**src/rtl/sys_reset_ctl_pkg.sv**
```systemverilog
package sys_reset_ctl_pkg;
  localparam int unsigned ADDR_W   = 16;
  localparam int unsigned DATA_W   = 8;
  localparam int unsigned TRIG_BIT = 2;
  localparam int unsigned TYPE_BIT = 1;
  localparam logic [ADDR_W-1:0] PORT_ADDR = 16'h0CF9;
endpackage

```
**src/rtl/sys_reset_addr_dec.sv**
```systemverilog
module sys_reset_addr_dec #(
  parameter int unsigned ADDR_W = 16,
  parameter logic [ADDR_W-1:0] PORT_ADDR = '0
) (
  input  logic [ADDR_W-1:0] addr,
  input  logic              wr,
  input  logic              rd,
  output logic              wr_hit,
  output logic              rd_hit
);
  logic match;

  assign match  = (addr == PORT_ADDR);
  assign wr_hit = wr & match;
  assign rd_hit = rd & match;
endmodule

```
**src/rtl/sys_reset_store.sv**
```systemverilog
module sys_reset_store #(
  parameter int unsigned DATA_W   = 8,
  parameter int unsigned TRIG_BIT = 2,
  parameter int unsigned TYPE_BIT = 1
) (
  input  logic              clk,
  input  logic              rst_n,
  input  logic              wr_hit,
  input  logic [DATA_W-1:0] wdata,
  output logic [DATA_W-1:0] q
);
  localparam logic [DATA_W-1:0] KEEP_MASK = {{(DATA_W-1){1'b0}}, 1'b1} << TYPE_BIT;

  logic take;
  assign take = wr_hit & ~wdata[TRIG_BIT];

  always_ff @(posedge clk) begin
    if (!rst_n)    q <= '0;
    else if (take) q <= wdata & KEEP_MASK;
  end

  // a plain write keeps only the type bit
  a_r4_type_only: assert property (@(posedge clk) disable iff (!rst_n)
    (wr_hit && !wdata[TRIG_BIT]) |=> (q == ($past(wdata) & KEEP_MASK)));

  // a trigger write does not disturb the stored byte
  a_r3_trigger_holds: assert property (@(posedge clk) disable iff (!rst_n)
    (wr_hit && wdata[TRIG_BIT]) |=> $stable(q));

  // no hit means no change
  a_r7_miss_holds: assert property (@(posedge clk) disable iff (!rst_n)
    !wr_hit |=> $stable(q));

  // bits other than the type bit are never set
  a_r4_no_stray_bits: assert property (@(posedge clk) disable iff (!rst_n)
    (q & ~KEEP_MASK) == '0);
endmodule

```
**src/rtl/sys_reset_pulse.sv**
```systemverilog
module sys_reset_pulse (
  input  logic clk,
  input  logic rst_n,
  input  logic wr_hit,
  input  logic trig,
  output logic req
);
  always_ff @(posedge clk) begin
    if (!rst_n) req <= 1'b0;
    else        req <= wr_hit & trig;
  end

  // a trigger write raises the request in the next cycle
  a_r2_pulse_follows: assert property (@(posedge clk) disable iff (!rst_n)
    (wr_hit && trig) |=> req);

  // the request is only ever caused by a trigger write at the port
  a_r7_req_has_cause: assert property (@(posedge clk) disable iff (!rst_n)
    req |-> $past(wr_hit && trig));

  // a single trigger write gives a pulse of one cycle only
  a_r2_single_cycle: assert property (@(posedge clk) disable iff (!rst_n)
    (req && !(wr_hit && trig)) |=> !req);
endmodule

```
**src/rtl/sys_reset_ctl.sv**
```systemverilog
module sys_reset_ctl
  import sys_reset_ctl_pkg::*;
#(
  parameter int unsigned AW       = ADDR_W,
  parameter int unsigned DW       = DATA_W,
  parameter int unsigned TRIG_POS = TRIG_BIT,
  parameter int unsigned TYPE_POS = TYPE_BIT,
  parameter logic [AW-1:0] PORT   = PORT_ADDR
) (
  input  logic          clk,
  input  logic          rst_n,
  input  logic [15:0]   io_addr,
  input  logic          io_wr,
  input  logic          io_rd,
  input  logic [7:0]    io_wdata,
  output logic [7:0]    io_rdata,
  output logic          rst_req
);
  logic          wr_hit;
  logic          rd_hit;
  logic [DW-1:0] stored;

  sys_reset_addr_dec #(.ADDR_W(AW), .PORT_ADDR(PORT)) u_dec (
    .addr   (io_addr),
    .wr     (io_wr),
    .rd     (io_rd),
    .wr_hit (wr_hit),
    .rd_hit (rd_hit)
  );

  sys_reset_store #(.DATA_W(DW), .TRIG_BIT(TRIG_POS), .TYPE_BIT(TYPE_POS)) u_store (
    .clk    (clk),
    .rst_n  (rst_n),
    .wr_hit (wr_hit),
    .wdata  (io_wdata),
    .q      (stored)
  );

  sys_reset_pulse u_pulse (
    .clk    (clk),
    .rst_n  (rst_n),
    .wr_hit (wr_hit),
    .trig   (io_wdata[TRIG_POS]),
    .req    (rst_req)
  );

  assign io_rdata = rd_hit ? stored : '0;

  // a read miss always returns zero
  a_r5_miss_reads_zero: assert property (@(posedge clk) disable iff (!rst_n)
    (io_rd && io_addr != PORT) |-> (io_rdata == '0));

  // out of reset the request is low
  a_r6_req_low_after_reset: assert property (@(posedge clk)
    !rst_n |=> !rst_req);
endmodule

```
**config.mk**
```make
export PLATFORM = sky130hd
export DESIGN_NAME = sys_reset_ctl
export DESIGN_NICKNAME = d
export VERILOG_FILES = /design/src/rtl/sys_reset_ctl_pkg.sv /design/src/rtl/sys_reset_addr_dec.sv /design/src/rtl/sys_reset_store.sv /design/src/rtl/sys_reset_pulse.sv /design/src/rtl/sys_reset_ctl.sv
export SDC_FILE = /design/constraint.sdc
export NUM_CORES = 1
export LEC_CHECK = 0
export CORE_AREA = 4 4 41 43
export DETAILED_ROUTE_END_ITERATION = 8
export DIE_AREA = 0 0 45 47
export PLACE_DENSITY = 0.67
export SYNTH_ARGS = -nofsm -noshare
export SYNTH_HDL_FRONTEND = slang
export SYNTH_HIERARCHICAL = 1
export SYNTH_SLANG_ARGS = --single-unit
```
**constraint.sdc**
```tcl
create_clock -name clk -period 4.3 [get_ports clk]
set_input_delay 0.86 -clock clk [delete_from_list [all_inputs] [get_ports clk]]
set_output_delay 0.86 -clock clk [all_outputs]
set_load 0.03 [all_outputs]
```
==> PnR_summary.wiki, run 1 <==
{| class="wikitable"
! Metric !! Value
|-
| Critical Path Fanout Max || 8
|-
| Num ports || 37
|-
| Met1 usage || 0.0541
|-
| Maximum clock frequency || about 260 MHz
|-
| Clock tree from TritonCTS || done
|-
| Hold-fix buffers at CTS || 0
|-
| Routability cong. || 0.556
|-
| Maxcap violations || 0
|-
| Mean number of vias per cell || roughly 3.9
|-
| Antenna diode instance count || 0
|-
| Startpoint Class || input port
|-
| Via count of the first global-routing pass || 278
|-
| Fraction of synthesized cell area taken by the top area cell type || 0.251
|-
| Buffers added on ports || 23
|-
| Largest area contributor in the netlist || and2_1
|-
| Number of buffers between clock root and the deepest sink || 2
|-
| Most area-consuming cells after synthesis || and2_1 (25%), buf_4 (21%), dfxtp_1 (16%)
|-
| Per-instance average area after synthesis || between 8 and 9 sq um
|-
| End of the worst hold path || u_store/q[1]
|-
| Combinational share of power || 0.271
|-
| Standard-cell rows || 13
|-
| Cell Area, Placed || roughly 470 sq um
|-
| Warning count from the yosys run || 6
|-
| Area of the core region || between 1000 and 1500 sq um
|-
| Endpoints failing setup || 0
|-
| Antenna violations before repair || 0
|-
| Flops & latches, synth || 2
|-
| Run status || complete, no violations
|-
| Final min period || just under 4 ns
|-
| Layer with the highest usage || met2
|-
| Inserted Clock Buffers || 3
|-
| Worst vdd rail ir drop || roughly 0.11 mV
|-
| Total Nets Final || 85
|-
| Buffer cell driving the clock tree root || clkbuf_4
|-
| Final wirelength || 572 um
|-
| Worst r2r dst || u_store/q[1]
|-
| Cells after synthesis || 30
|-
| Most common cell after layout, fill and taps aside || clkdlybuf4s50_1
|-
| R2r setup slk || between 3 and 4 ns
|-
| R2r startpoint || u_store/q[1]
|-
| Share of synthesized area occupied by flip-flops and latches || 0.161
|-
| Number of H-tree branching levels || 1
|-
| Maximum number of pins on one net before global-route repair || 9
|-
| Initial drt markers || 1
|-
| Post-CTS repair timing setup buffer count || 0
|-
| Commonest cells after routing, fill and taps aside || clkdlybuf4s50_1 (23), and2_1 (10), conb_1 (7), clkbuf_4 (3)
|-
| Overall overflow remaining after global route || 0
|-
| Syn Std Cell Area || 249 sq um
|-
| CP Capture Type || primary output
|-
| Final worst-path cycle share || 0.903
|-
| Critical setup path kind || input port to primary output
|-
| Grt met2 use || 0.107
|-
| Setup repair after global routing missed its margin || no
|-
| Pre-Repair DR Iteration Count || 2
|-
| PwrDens || roughly 160 nW/um^2
|-
| Final WS setup || between 0.4 and 0.5 ns
|-
| Setup slack at placement || 0.371 ns
|-
| Finished layout cell area || just under 500 sq um
|-
| Arrival time worst endpoint || a little over 3 ns
|-
| Design internal power || 67.0 uW
|-
| Initial Util || 0.191
|-
| Insertion delay of the later-clocked pin in the worst-skew pair || ~0.21 ns
|-
| Die area || roughly 2100 sq um
|-
| Synth-to-layout area growth || 97.0%
|-
| Data required time at the worst endpoint || between 3 and 4 ns
|-
| DRC viols || 0
|-
| Class of the tightest hold or removal check || register to register
|-
| Relative contribution of sequential cells to total power || 0.236
|-
| Die Wd || between 40 and 50 um
|-
| Switching pwr || around 12 uW
|-
| Via count || 272
|-
| GRT Util Overall || 0.0598
|-
| Clock-pin transition on the worst setup and hold timing paths || 0.03 ns
|-
| Final max-slew violation count || 0
|-
| Clock network fraction of design power || 0.493
|-
| Total number of clock tree sinks || 2
|-
| Post-DR wirelength/cell || around 8.2 um
|-
| Hold path startpoint || u_store/q[1]
|-
| # fillers || ~150
|-
| Post-cts sizing count || 0
|-
| Fraction of met3 tracks used by global routing || 0.0307
|-
| Post-layout util || 0.377
|-
| Share of layout cells above drive strength 1 || 0.109
|-
| R2r worst-path depth || 2
|-
| Worst Hold Margin || about 0.45 ns
|-
| Number of nets still failing antenna checks after routing || 0
|-
| Sw Share || 0.153
|-
| Accumulated negative setup slack || 0 ns
|-
| Launching element of the worst setup path || io_addr[12]
|-
| First-pass GRT wire length || between 800 and 900 um
|-
| Clock tree skew after final layout || 0 ns
|-
| Cell count of the worst hold path || 2
|-
| Number of hold violations in the final report || 0
|-
| Leak || 0.191 nW
|-
| Die height || about 47 um
|-
| Count of cell types in the netlist || 12
|}
## worst max-delay path: stages
cell and delay [ns]:
clkdlybuf4s50_1 0.39, or4_4 0.52, nor4_2 0.17, and2_1 0.27, and2_1 0.15, clkdlybuf4s50_1 0.66
## state kept, by name, summed over array words and instances (netlist names)
signal and flops:
u_pulse/req 1, u_store/q 1
## layout make-up
class	count	area [sq um]	area share
multi-input cells	27	179	0.365
well taps	15	18.8	0.0383
clock buffers	3	22.5	0.0459
repair buffers	23	230	0.469
flip-flops and latches	2	40.0	0.0816
## cell families after synthesis
logic type,Yosys count,share of synthesized area
buffers and inverters,7,0.211
multiplexers,1,0.0402
other,1,0.0151
AND/OR/NAND/NOR,19,0.573
flip-flops,2,0.161
## power groups by stage
stage	clock network (mW)	registers (mW)	logic, mW
finish	0.0390	0.0187	0.0214
global route	0.0449	0.0187	0.0229
CTS	0.0408	0.0187	0.0216
detailed placement	0	0.0189	0.0216
global placement	0	0.0189	0.0213
floorplan	0	0.0189	0.00681
## worst max-delay path by stage
stage,to,slack (ns),cells past startpoint
2_1_floorplan,io_rdata[1],1.40,4
3_3_place_gp,io_rdata[1],0.39,6
3_5_place_dp,io_rdata[1],0.37,6
4_1_cts,io_rdata[1],0.37,6
5_1_grt,io_rdata[1],0.29,6
6_report,io_rdata[1],0.42,6
## per-layer routing
metal | routed length, um | vias up
met1 | 193 | 106
met2 | 242 | 27
met5 | 0 | -
met3 | 137 | 0
met4 | 0 | 0
li1 | - | 139
## synth_stat cells
library cell  count
mux2i_1           1
buf_4             7
nand2_1           2
nor4_2            1
and3_1            1
and2_1           10
nand4bb_1         1
nor2b_4           1
nand4b_1          2
dfxtp_1           2
or4_4             1
conb_1            1
## stage by stage
step           std cells  power [mW]
6_report              70      0.0792
5_1_grt               70      0.0865
4_1_cts               70      0.0812
3_5_place_dp          67      0.0405
3_3_place_gp          67      0.0402
2_1_floorplan         36      0.0257
Note: power is estimated with default switching activity, not from simulation.
==> inputs of run 2 (changes only) <==
CORE_AREA = 8 8 45 47   (was 4 4 41 43)
DIE_AREA = 0 0 53 55   (was 0 0 45 47)
SETUP_SLACK_MARGIN = 0.15   (was default)
clock period = 3.65 ns   (was 4.3 ns; I/O delays follow)
==> run 2 against run 1 <==
Effect of this change: non-clock buffer count unchanged; flip-flop and latch count unchanged; critical path type unchanged; global-route usage shrank 0.21 points; utilization down 2.3 points; via count up 1.5%; clock power grew 21%; cell area is 0.26% lower; first-iteration DRC count decreased by 100%; die area increased by 38%; sequential share of layout area is essentially flat.
==> PnR_summary.wiki, run 2 (same netlist as run 1, synthesis figures left out) <==
{| class="wikitable"
! Metric !! Value
|-
| Registers with the most flip-flops || u_pulse/req (1), u_store/q (1)
|-
| Accumulated negative setup slack || 0 ns
|-
| Inserted Clock Buffers || 3
|-
| # fillers || between 150 and 200
|-
| Run status || complete, no violations
|-
| Die height || 55 um
|-
| Initial Util || 0.180
|-
| Endpoints failing setup || 0
|-
| Number of nets still failing antenna checks after routing || 0
|-
| Maximum number of pins on one net before global-route repair || 9
|-
| Maximum clock frequency || approximately 320 MHz
|-
| Synth-to-layout area growth || 96.5%
|-
| Final wirelength || roughly 740 um
|-
| Commonest cells after routing, fill and taps aside || clkdlybuf4s50_1 (22), and2_1 (10), conb_1 (7), clkbuf_4 (3)
|-
| Critical-path top delay cell || or4_4
|-
| Final worst-path cycle share || 0.862
|-
| Total number of clock tree sinks || 2
|-
| Final min period || roughly 3.1 ns
|-
| Via count of the first global-routing pass || 308
|-
| Initial drt markers || 0
|-
| Post-DR wirelength/cell || 10.4 um
|-
| Pre-Repair DR Iteration Count || 1
|-
| PwrDens || between 150 and 200 nW/um^2
|-
| Area of the core region || approximately 1400 sq um
|-
| Critical Path Fanout Max || 8
|-
| Insertion delay of the later-clocked pin in the worst-skew pair || about 0.22 ns
|-
| Hold-fix buffers at CTS || 0
|-
| Final max-slew violation count || 0
|-
| Finished layout cell area || 489 sq um
|-
| Cell Area, Placed || approximately 470 sq um
|-
| Worst vdd rail ir drop || about 0.25 mV
|-
| Antenna violations before repair || 0
|-
| Num ports || 37
|-
| Setup repair after global routing missed its margin || no
|-
| Overall overflow remaining after global route || 0
|-
| GRT Util Overall || 0.0578
|-
| Post-CTS repair timing setup buffer count || 0
|-
| Series of cell instances along the critical path || clkdlybuf4s50_1 -> or4_4 -> nor4_2 -> and2_1 -> and2_1 -> buf_4
|-
| Critical Path Most Common Cell || and2_1
|-
| Sequential cell area || between 40 and 50 sq um
|-
| Number of hold violations in the final report || 0
|-
| Buffer cell driving the clock tree root || clkbuf_4
|-
| Buffers added on ports || 23
|-
| Die area || ~3000 sq um
|-
| Total Nets Final || 85
|-
| First-pass GRT wire length || 1.21 mm
|-
| R2r startpoint || u_store/q[1]
|-
| Cell type group with the largest total delay on the critical path || simple AND/OR/NAND/NOR gates
|-
| Clock tree skew after final layout || 0 ns
|-
| Post-cts sizing count || 0
|-
| Mean number of vias per cell || about 3.9
|-
| Data required time at the worst endpoint || about 3 ns
|-
| Clock tree from TritonCTS || done
|-
| Maxcap violations || 0
|-
| Antenna diode instance count || 0
|-
| Area used by multi-input combinational logic || between 150 and 200 sq um
|-
| Number of H-tree branching levels || 1
|-
| CP Capture Type || primary output
|-
| Leak || slightly below 0.2 nW
|-
| Routability cong. || approximately 0.60
|-
| Class of the tightest hold or removal check || register to register
|-
| Number of buffers between clock root and the deepest sink || 2
|-
| Most common cell after layout, fill and taps aside || clkdlybuf4s50_1
|-
| Buffers plus inverters on the worst setup path || 2
|-
| Launching element of the worst setup path || io_addr[12]
|-
| Hold path startpoint || u_store/q[1]
|-
| Clock-pin transition on the worst setup and hold timing paths || 0.03 ns
|-
| Arrival time worst endpoint || about 2.4 ns
|-
| Via count || between 200 and 300
|-
| Die Wd || approximately 53 um
|-
| Largest stage delay on the critical path || between 0.5 and 0.6 ns
|-
| DRC viols || 0
|-
| Share of layout cells above drive strength 1 || 0.127
|-
| Startpoint Class || input port
|-
| Standard-cell rows || 14
|-
| Critical setup path kind || input port to primary output
|}
## run 2: cell types whose count changed in the layout (fill, tap and decap cells not counted)
cell and change:
buf_4 +1, clkdlybuf4s50_1 -1
## run 2: final cells by class
type	count	share of cell area
Clock buffer	3	0.0460
Multi-Input combinational cell	27	0.366
Sequential cell	2	0.0818
Tap cell	16	0.0409
Timing Repair Buffer	23	0.465
## run 2: through the flow
stage               hold slack, ns  total power, mW   util  std cells  setup slack (ns)
finish                       0.454           0.0946  0.354         71             0.502
global route                 0.499            0.101  0.354         71             0.309
CTS                          0.463           0.0980  0.354         71             0.440
detailed placement           0.454           0.0479  0.337         68             0.440
global placement             0.445           0.0475  0.337         68             0.483
floorplan                    0.430           0.0303      -         36              1.01
## run 2: report_power, final
| part | leakage (nW) | internal [mW] | switching (mW) |
|---|---|---|---|
| Sequential | 0.0161 | 0.0220 | 0.0000000273 |
| Combinational | 0.163 | 0.0209 | 0.00447 |
| Clock | 0.0138 | 0.0361 | 0.0111 |
| Total | 0.193 | 0.0791 | 0.0155 |
## run 2: routing by layer
metal  share of wire  up-vias  track usage
li1                -      138            -
met1            0.38      109       0.0588
met2            0.42       29       0.0781
met3            0.20        0       0.0561
met4               0        0       0.0259
met5               0        -            0
## run 2: worst paths after layout
path / to / slack [ns] / cells after the start
setup / recovery: io_rdata[1] / 0.50 / 6
hold reg to reg: u_store/q[1] / 0.45 / 2
hold / removal: u_store/q[1] / 0.45 / 2
setup reg to reg: u_store/q[1] / 3.11 / 2
## run 2: tightest hold or removal path: stages, from the launching register on
cell and delay [ns]:
dfxtp_1 0.29, nand2_1 0.05, mux2i_1 0.05
